===== src/rtl/sys_counter_pkg.sv =====
package sys_counter_pkg;
  localparam int unsigned BUS_W   = 32;
  localparam logic [BUS_W-1:0] IDX_CTRL = 32'h0000_0000;
  localparam logic [BUS_W-1:0] IDX_MASK = 32'h0000_0030;
  localparam int unsigned RUN_BIT = 0;
  localparam int unsigned DIV_LSB = 8;
  localparam int unsigned DIV_W   = 3;
  localparam logic [BUS_W-1:0] CTRL_KEEP = 32'h0000_0701;

  typedef enum logic [1:0] {
    SEL_NONE = 2'd0,
    SEL_CTRL = 2'd1,
    SEL_MASK = 2'd2
  } regSel_e;

  typedef struct packed {
    logic    wrCtrl;
    logic    wrMask;
    logic    rdIndex;
    logic    rdWin;
    regSel_e rdSel;
  } winStrobe_t;
endpackage


===== src/rtl/sys_counter_ctrl.sv =====
module sys_counter_ctrl
  import sys_counter_pkg::*;
#(
  parameter int unsigned ADDR_W = 3
) (
  input  logic              clk,
  input  logic              rstN,
  input  logic              busWr,
  input  logic              busRd,
  input  logic [ADDR_W-1:0] busAddr,
  input  logic [BUS_W-1:0]  busWdata,
  output winStrobe_t        strobe,
  output logic [BUS_W-1:0]  indexValue
);
  localparam logic [ADDR_W-1:0] OFF_DATA  = ADDR_W'(0);
  localparam logic [ADDR_W-1:0] OFF_INDEX = ADDR_W'(4);

  logic [BUS_W-1:0] indexReg;
  logic hitData, hitIndex;
  regSel_e selNow;

  assign hitData  = (busAddr == OFF_DATA);
  assign hitIndex = (busAddr == OFF_INDEX);

  always_ff @(posedge clk) begin
    if (!rstN)                indexReg <= '0;
    else if (busWr && hitIndex) indexReg <= busWdata;
  end

  always_comb begin
    if (indexReg == IDX_CTRL)      selNow = SEL_CTRL;
    else if (indexReg == IDX_MASK) selNow = SEL_MASK;
    else                           selNow = SEL_NONE;
  end

  always_comb begin
    strobe.wrCtrl  = busWr && hitData && (selNow == SEL_CTRL);
    strobe.wrMask  = busWr && hitData && (selNow == SEL_MASK);
    strobe.rdIndex = busRd && hitIndex;
    strobe.rdWin   = busRd && hitData;
    strobe.rdSel   = selNow;
  end

  assign indexValue = indexReg;

  // a selector write lands in full on the next edge
  p_index_load_r2: assert property (@(posedge clk) disable iff (!rstN)
    (busWr && busAddr == OFF_INDEX) |=> (indexValue == $past(busWdata)));

  // at most one internal register is written per cycle
  p_one_target_r3: assert property (@(posedge clk) disable iff (!rstN)
    $onehot0({strobe.wrCtrl, strobe.wrMask}));
endmodule


===== src/rtl/sys_counter_core.sv =====
module sys_counter_core
  import sys_counter_pkg::*;
#(
  parameter int unsigned NUM_CORES = 4,
  parameter int unsigned CNT_W     = 64
) (
  input  logic                 clk,
  input  logic                 rstN,
  input  winStrobe_t           strobe,
  input  logic [BUS_W-1:0]     busWdata,
  input  logic [BUS_W-1:0]     indexValue,
  input  logic [NUM_CORES-1:0] coreEvent,
  output logic [BUS_W-1:0]     rdData,
  output logic [CNT_W-1:0]     cntValue,
  output logic [NUM_CORES-1:0] coreIrq
);
  localparam logic [BUS_W-1:0] MASK_KEEP = BUS_W'((65'(1) << NUM_CORES) - 65'(1));
  localparam int unsigned PRE_W = 2;

  logic [BUS_W-1:0] ctrlWord, maskWord;
  logic [PRE_W-1:0] preCnt;
  logic             runOn, tick;
  logic [DIV_W-1:0] divSel;
  logic [NUM_CORES-1:0] maskBits;
  logic [CNT_W-1:0] count;

  assign runOn    = ctrlWord[RUN_BIT];
  assign divSel   = ctrlWord[DIV_LSB +: DIV_W];
  assign maskBits = maskWord[NUM_CORES-1:0];

  always_ff @(posedge clk) begin
    if (!rstN) begin
      ctrlWord <= '0;
      maskWord <= '0;
    end else begin
      if (strobe.wrCtrl) ctrlWord <= busWdata & CTRL_KEEP;
      if (strobe.wrMask) maskWord <= busWdata & MASK_KEEP;
    end
  end

  always_ff @(posedge clk) begin
    if (!rstN || !runOn) preCnt <= '0;
    else                 preCnt <= preCnt + PRE_W'(1);
  end

  always_comb begin
    unique case (divSel)
      3'b010:  tick = runOn && preCnt[0];
      3'b100:  tick = runOn && (preCnt == 2'd3);
      default: tick = runOn;
    endcase
  end

  always_ff @(posedge clk) begin
    if (!rstN)     count <= '0;
    else if (tick) count <= count + CNT_W'(1);
  end
  assign cntValue = count;

  for (genvar c = 0; c < NUM_CORES; c++) begin : g_irq
    always_ff @(posedge clk) begin
      if (!rstN) coreIrq[c] <= 1'b0;
      else       coreIrq[c] <= coreEvent[c] & maskBits[c];
    end
  end

  always_ff @(posedge clk) begin
    if (!rstN) rdData <= '0;
    else if (strobe.rdIndex) rdData <= indexValue;
    else if (strobe.rdWin) begin
      unique case (strobe.rdSel)
        SEL_CTRL: rdData <= ctrlWord;
        SEL_MASK: rdData <= maskWord;
        default:  rdData <= '0;
      endcase
    end else rdData <= '0;
  end

  // no movement while the run bit is clear
  p_frozen_off_r6: assert property (@(posedge clk) disable iff (!rstN)
    !runOn |=> (cntValue == $past(cntValue)));

  // a running divide-by-1 counter steps every edge
  p_div1_step_r7: assert property (@(posedge clk) disable iff (!rstN)
    (runOn && divSel == 3'b001) |=> (cntValue == $past(cntValue) + CNT_W'(1)));

  // never more than one step per edge
  p_single_step_r8: assert property (@(posedge clk) disable iff (!rstN)
    runOn |=> (cntValue == $past(cntValue) || cntValue == $past(cntValue) + CNT_W'(1)));

  // no interrupt from a masked core
  p_irq_gate_r11: assert property (@(posedge clk) disable iff (!rstN)
    ((coreIrq & ~$past(maskBits)) == '0));

  // unmapped selector reads zero
  p_unmapped_zero_r5: assert property (@(posedge clk) disable iff (!rstN)
    (strobe.rdWin && strobe.rdSel == SEL_NONE) |=> (rdData == '0));
endmodule


===== src/rtl/sys_counter_window.sv =====
module sys_counter_window
  import sys_counter_pkg::*;
#(
  parameter int unsigned NUM_CORES = 4,
  parameter int unsigned CNT_W     = 64,
  parameter int unsigned ADDR_W    = 3
) (
  input  logic                 clk,
  input  logic                 rstN,
  input  logic                 busWr,
  input  logic                 busRd,
  input  logic [ADDR_W-1:0]    busAddr,
  input  logic [31:0]          busWdata,
  output logic [31:0]          busRdata,
  input  logic [NUM_CORES-1:0] coreEvent,
  output logic [CNT_W-1:0]     cntValue,
  output logic [NUM_CORES-1:0] coreIrq
);
  winStrobe_t       strobe;
  logic [BUS_W-1:0] indexValue;

  sys_counter_ctrl #(.ADDR_W(ADDR_W)) u_ctrl (
    .clk(clk), .rstN(rstN), .busWr(busWr), .busRd(busRd),
    .busAddr(busAddr), .busWdata(busWdata),
    .strobe(strobe), .indexValue(indexValue)
  );

  sys_counter_core #(.NUM_CORES(NUM_CORES), .CNT_W(CNT_W)) u_core (
    .clk(clk), .rstN(rstN), .strobe(strobe), .busWdata(busWdata),
    .indexValue(indexValue), .coreEvent(coreEvent),
    .rdData(busRdata), .cntValue(cntValue), .coreIrq(coreIrq)
  );
endmodule


===== config.mk =====
export PLATFORM = sky130hd
export DESIGN_NAME = sys_counter_window
export DESIGN_NICKNAME = d
export VERILOG_FILES = /design/src/rtl/sys_counter_pkg.sv /design/src/rtl/sys_counter_ctrl.sv /design/src/rtl/sys_counter_core.sv /design/src/rtl/sys_counter_window.sv
export SDC_FILE = /design/constraint.sdc
export NUM_CORES = 1
export LEC_CHECK = 0
export CAP_MARGIN = 10
export CORE_MARGIN = 3
export CORE_UTILIZATION = 60
export DETAILED_ROUTE_END_ITERATION = 8
export DONT_BUFFER_PORTS = 1
export GPL_TIMING_DRIVEN = 0
export PLACE_DENSITY = 0.76
export SLEW_MARGIN = 10
export SYNTH_ARGS = -nofsm -noshare
export SYNTH_HDL_FRONTEND = slang
export SYNTH_SLANG_ARGS = --single-unit

===== constraint.sdc =====
create_clock -name clk -period 2.5 [get_ports clk]
set_input_delay 0.375 -clock clk [delete_from_list [all_inputs] [get_ports clk]]
set_output_delay 0.375 -clock clk [all_outputs]
set_load 0.005 [all_outputs]

==> results_dict.tcl <==
set metrics [dict create \
    result_of_the_run "completed" \
    synth_cells 649 \
    place.port_buffers 0 \
    start_util_pct 63.5 \
    syn_to_final_growth_pct 19.8 \
    dr.first_iter.drc_count 284 \
    final_min_period_over_clock_period_pct 93.5 \
    fmax_mhz 428 \
    tritoncts_clock_tree "built" \
    cts_inserted_buffers 17 \
    overall_power_of_the_completed_layout_w 0.00491 \
    number_of_antenna_violations_at_the_first_check_in_global_routing 0 \
    cts-htree-levels 4 \
    worst_skew_pair.late_latency_ps 510 \
    route.final.wire_length_um 14900 \
    rsz0062_at_grt "no" \
    power_report.internal_total_w 0.00381 \
    vdd_drop_max_mv 0.465 \
    crit_start_category "register" \
    power_switching_w 0.00111 \
    share_comb_of_total_power_pct 3.0 \
    die_area_um2 10700 \
    holdCritPathClass "in -> reg" \
    yosysTopAreaCellShare_pct 50.1 \
    timing.final.hold_violations 0 \
    wl_per_cell_um 18.1 \
    dp.final_hpwl_um 10000 \
    worstPathArrival_ps 2720 \
    syn-num-nets 694 \
    maxCapViolations 0 \
    synthArstFlopShare_pct 0 \
    max-clock-path-buffers 2 \
    vias 5068 \
    synth-main-ff-cell "sky130_fd_sc_hd__dfxtp_1" \
    pwr-share-seq_pct 46.6 \
    die_width_um 103 \
    antennaDiodeCount 0 \
    total_of_warnings_raised_by_yosys 0 \
    pin_count 143 \
    layout_min_cycle_time_ps 2340 \
    slew_viol_final 0 \
    clock_tree.root_cell "sky130_fd_sc_hd__clkbuf_8" \
    critical_path_class "reg -> reg" \
    grt_first_pass_wirelength_um 24200 \
    grt_start_max_net_pins 17 \
    grt.total_usage_pct 29.0 \
    tightest_slew_ps 717 \
    synth_edf_count 0 \
    route.antenna.remaining_nets 0 \
    leakagePower_nw 2.35 \
    core_area_um2 8930 \
    cp_data_required_time_ps 2880 \
    slew_headroom_pct 51.8 \
    globalRoute.totalOverflow 0 \
    synth_sequential_area_ratio_pct 50.1 \
    ys_top_cells_by_area "sky130_fd_sc_hd__dfxtp_1 50%, sky130_fd_sc_hd__nand2_1 6.9%, sky130_fd_sc_hd__a21oi_1 5.8%, sky130_fd_sc_hd__nor2_1 3.1%, sky130_fd_sc_hd__and2_1 3.0%" \
    setup.worst_path.end_class "register" \
    first_global_vias 4954 \
    netlist_area_um2 5670 \
    synth_area_per_cell_um2 8.74 \
    fp-row-count 34 \
    share_of_cells_above_drive_strength_1_pct 8.11 \
    netlist-cell-type-count 38 \
    synth.ff_latch_count 142 \
    route.detailed.drc 0 \
    swShare_pct 22.5 \
    yosys.area.top_type "sky130_fd_sc_hd__dfxtp_1" \
    design.final.nets 747 \
    setup_viol 0 \
    clkTransAtPathRegs_ps 60 \
    routed_via_density 6.16 \
    power_density_cells_nw_per_um2 723 \
    worst_clock_skew_ps 8.71 \
    dieHeight_um 103 \
    worst-path-max-fanout 10 \
    first_pass_iters 7 \
    clock_power_share_pct 50.4 \
    routabilityCongestion 0.861 \
    tritoncts_num_sinks 142 \
    fin_util_pct 76.1 \
]
-- power groups by stage --
stage | clock (W) | combinational (W) | sequential, W
after floorplan | 0 | 0.0000728 | 0.00233
after global placement | 0 | 0.0000980 | 0.00234
after detailed placement | 0 | 0.000101 | 0.00234
after CTS | 0.00249 | 0.000145 | 0.00229
after global routing | 0.00260 | 0.000161 | 0.00229
final | 0.00248 | 0.000148 | 0.00229
-- state kept, by name, summed over array words and instances (netlist names) --
signal	count
u_core.cntValue	64
u_core.coreIrq	4
u_core.maskWord	4
u_core.ctrlWord	4
u_ctrl.indexValue	32
u_core.preCnt	2
u_core.rdData	32
-- kinds of logic after synthesis --
group	count (synthesis)	share of synthesized area [%]
adders and majority gates	2	0.441
xor gates and xnor gates	25	3.86
AOI/OAI and AO/OA	108	11.0
DFF	142	50.1
and+or+nand+nor	321	29.8
muxes	11	1.94
buffers and inverters	40	2.85
-- final timing paths --
kind / from / end / slack [ps] / cells past startpoint
setup reg to reg: u_core.cntValue[4] / u_core.cntValue[47] / 160 / 7
hold reg to reg: u_core.preCnt[0] / u_core.preCnt[0] / 460 / 1
hold / removal: busWdata[3] / u_ctrl.indexValue[3] / 20 / 2
setup / recovery: u_core.cntValue[4] / u_core.cntValue[47] / 160 / 7
-- final cells by class --
class,count,area (um^2)
Clock inverter,13,155
Inverter,9,33.8
Timing Repair Buffer,34,335
Tap cell,108,135
Multi-Input combinational cell,467,2730
Buffer,31,130
Sequential cell,142,2840
Fill cell,644,2140
Clock buffer,19,432
-- per-layer routing --
metal,part of all wire [%],GRT usage (%),vias up
met3,9.0,9.93,27
li1,-,-,2428
met5,0,0,-
met1,41,34.0,2402
met2,48,49.0,211
met4,2.0,11.0,0
-- per-stage QoR --
stage | std cells | setup WS, ps | setup TNS [ps] | cell area (um^2) | hold slack [ps]
4_1_cts | 821 | 2.48 | 0 | 6720 | 1.26
6_report | 823 | 162 | 0 | 6790 | 16.7
3_5_place_dp | 757 | -196 | -1580 | 5800 | 441
2_1_floorplan | 649 | 443 | 0 | 5670 | 417
5_1_grt | 823 | 4.44 | 0 | 6790 | 7.00
3_3_place_gp | 757 | -59.8 | -163 | 5800 | 426
-- timing repair --
action	CTS	global route
setup endpoints to repair	11	31
endpoints found under the hold margin	33	0
pin swaps	0	3
hold buffers	32	0
gates resized for setup	2	15
setup buffers	0	2
-- cells in the final DEF, fill, tap and decap left out, types with 4 or more instances in the layout --
master	count
sky130_fd_sc_hd__a21oi_1	66
sky130_fd_sc_hd__a22o_1	4
sky130_fd_sc_hd__and2_1	27
sky130_fd_sc_hd__and3_1	9
sky130_fd_sc_hd__and4_1	8
sky130_fd_sc_hd__clkbuf_1	26
sky130_fd_sc_hd__clkbuf_16	16
sky130_fd_sc_hd__clkinv_4	4
sky130_fd_sc_hd__dfxtp_1	141
sky130_fd_sc_hd__dlygate4sd3_1	32
sky130_fd_sc_hd__inv_1	8
sky130_fd_sc_hd__mux2i_1	11
sky130_fd_sc_hd__nand2_1	104
sky130_fd_sc_hd__nand3_1	28
sky130_fd_sc_hd__nand4_1	19
sky130_fd_sc_hd__nor2_1	44
sky130_fd_sc_hd__nor3_1	8
sky130_fd_sc_hd__nor4_1	14
sky130_fd_sc_hd__o21ai_0	14
sky130_fd_sc_hd__o31ai_1	18
sky130_fd_sc_hd__or3_1	15
sky130_fd_sc_hd__or4_1	21
sky130_fd_sc_hd__xnor2_1	12
sky130_fd_sc_hd__xor2_1	13
-- cell usage after synthesis, types with 11 or more instances --
cell / number
sky130_fd_sc_hd__nand3_1: 30
sky130_fd_sc_hd__or3_1: 15
sky130_fd_sc_hd__xor2_1: 13
sky130_fd_sc_hd__or4_1: 21
sky130_fd_sc_hd__nor4_1: 14
sky130_fd_sc_hd__nand2_1: 104
sky130_fd_sc_hd__mux2i_1: 11
sky130_fd_sc_hd__nor2_1: 47
sky130_fd_sc_hd__dfxtp_1: 142
sky130_fd_sc_hd__a21oi_1: 66
sky130_fd_sc_hd__o31ai_1: 18
sky130_fd_sc_hd__nand4_1: 19
sky130_fd_sc_hd__o21ai_0: 14
sky130_fd_sc_hd__clkbuf_1: 27
sky130_fd_sc_hd__and2_1: 27
sky130_fd_sc_hd__xnor2_1: 12
-- critical path: stages (launching register included) --
cell                      delay [ps]
sky130_fd_sc_hd__dfxtp_1         480
sky130_fd_sc_hd__nand4_4         210
sky130_fd_sc_hd__nor4_4          420
sky130_fd_sc_hd__nand4_2         270
sky130_fd_sc_hd__buf_6           230
sky130_fd_sc_hd__buf_2           200
sky130_fd_sc_hd__o31ai_1         290
sky130_fd_sc_hd__a21oi_1         100
Power figures use the tool's default switching activity.
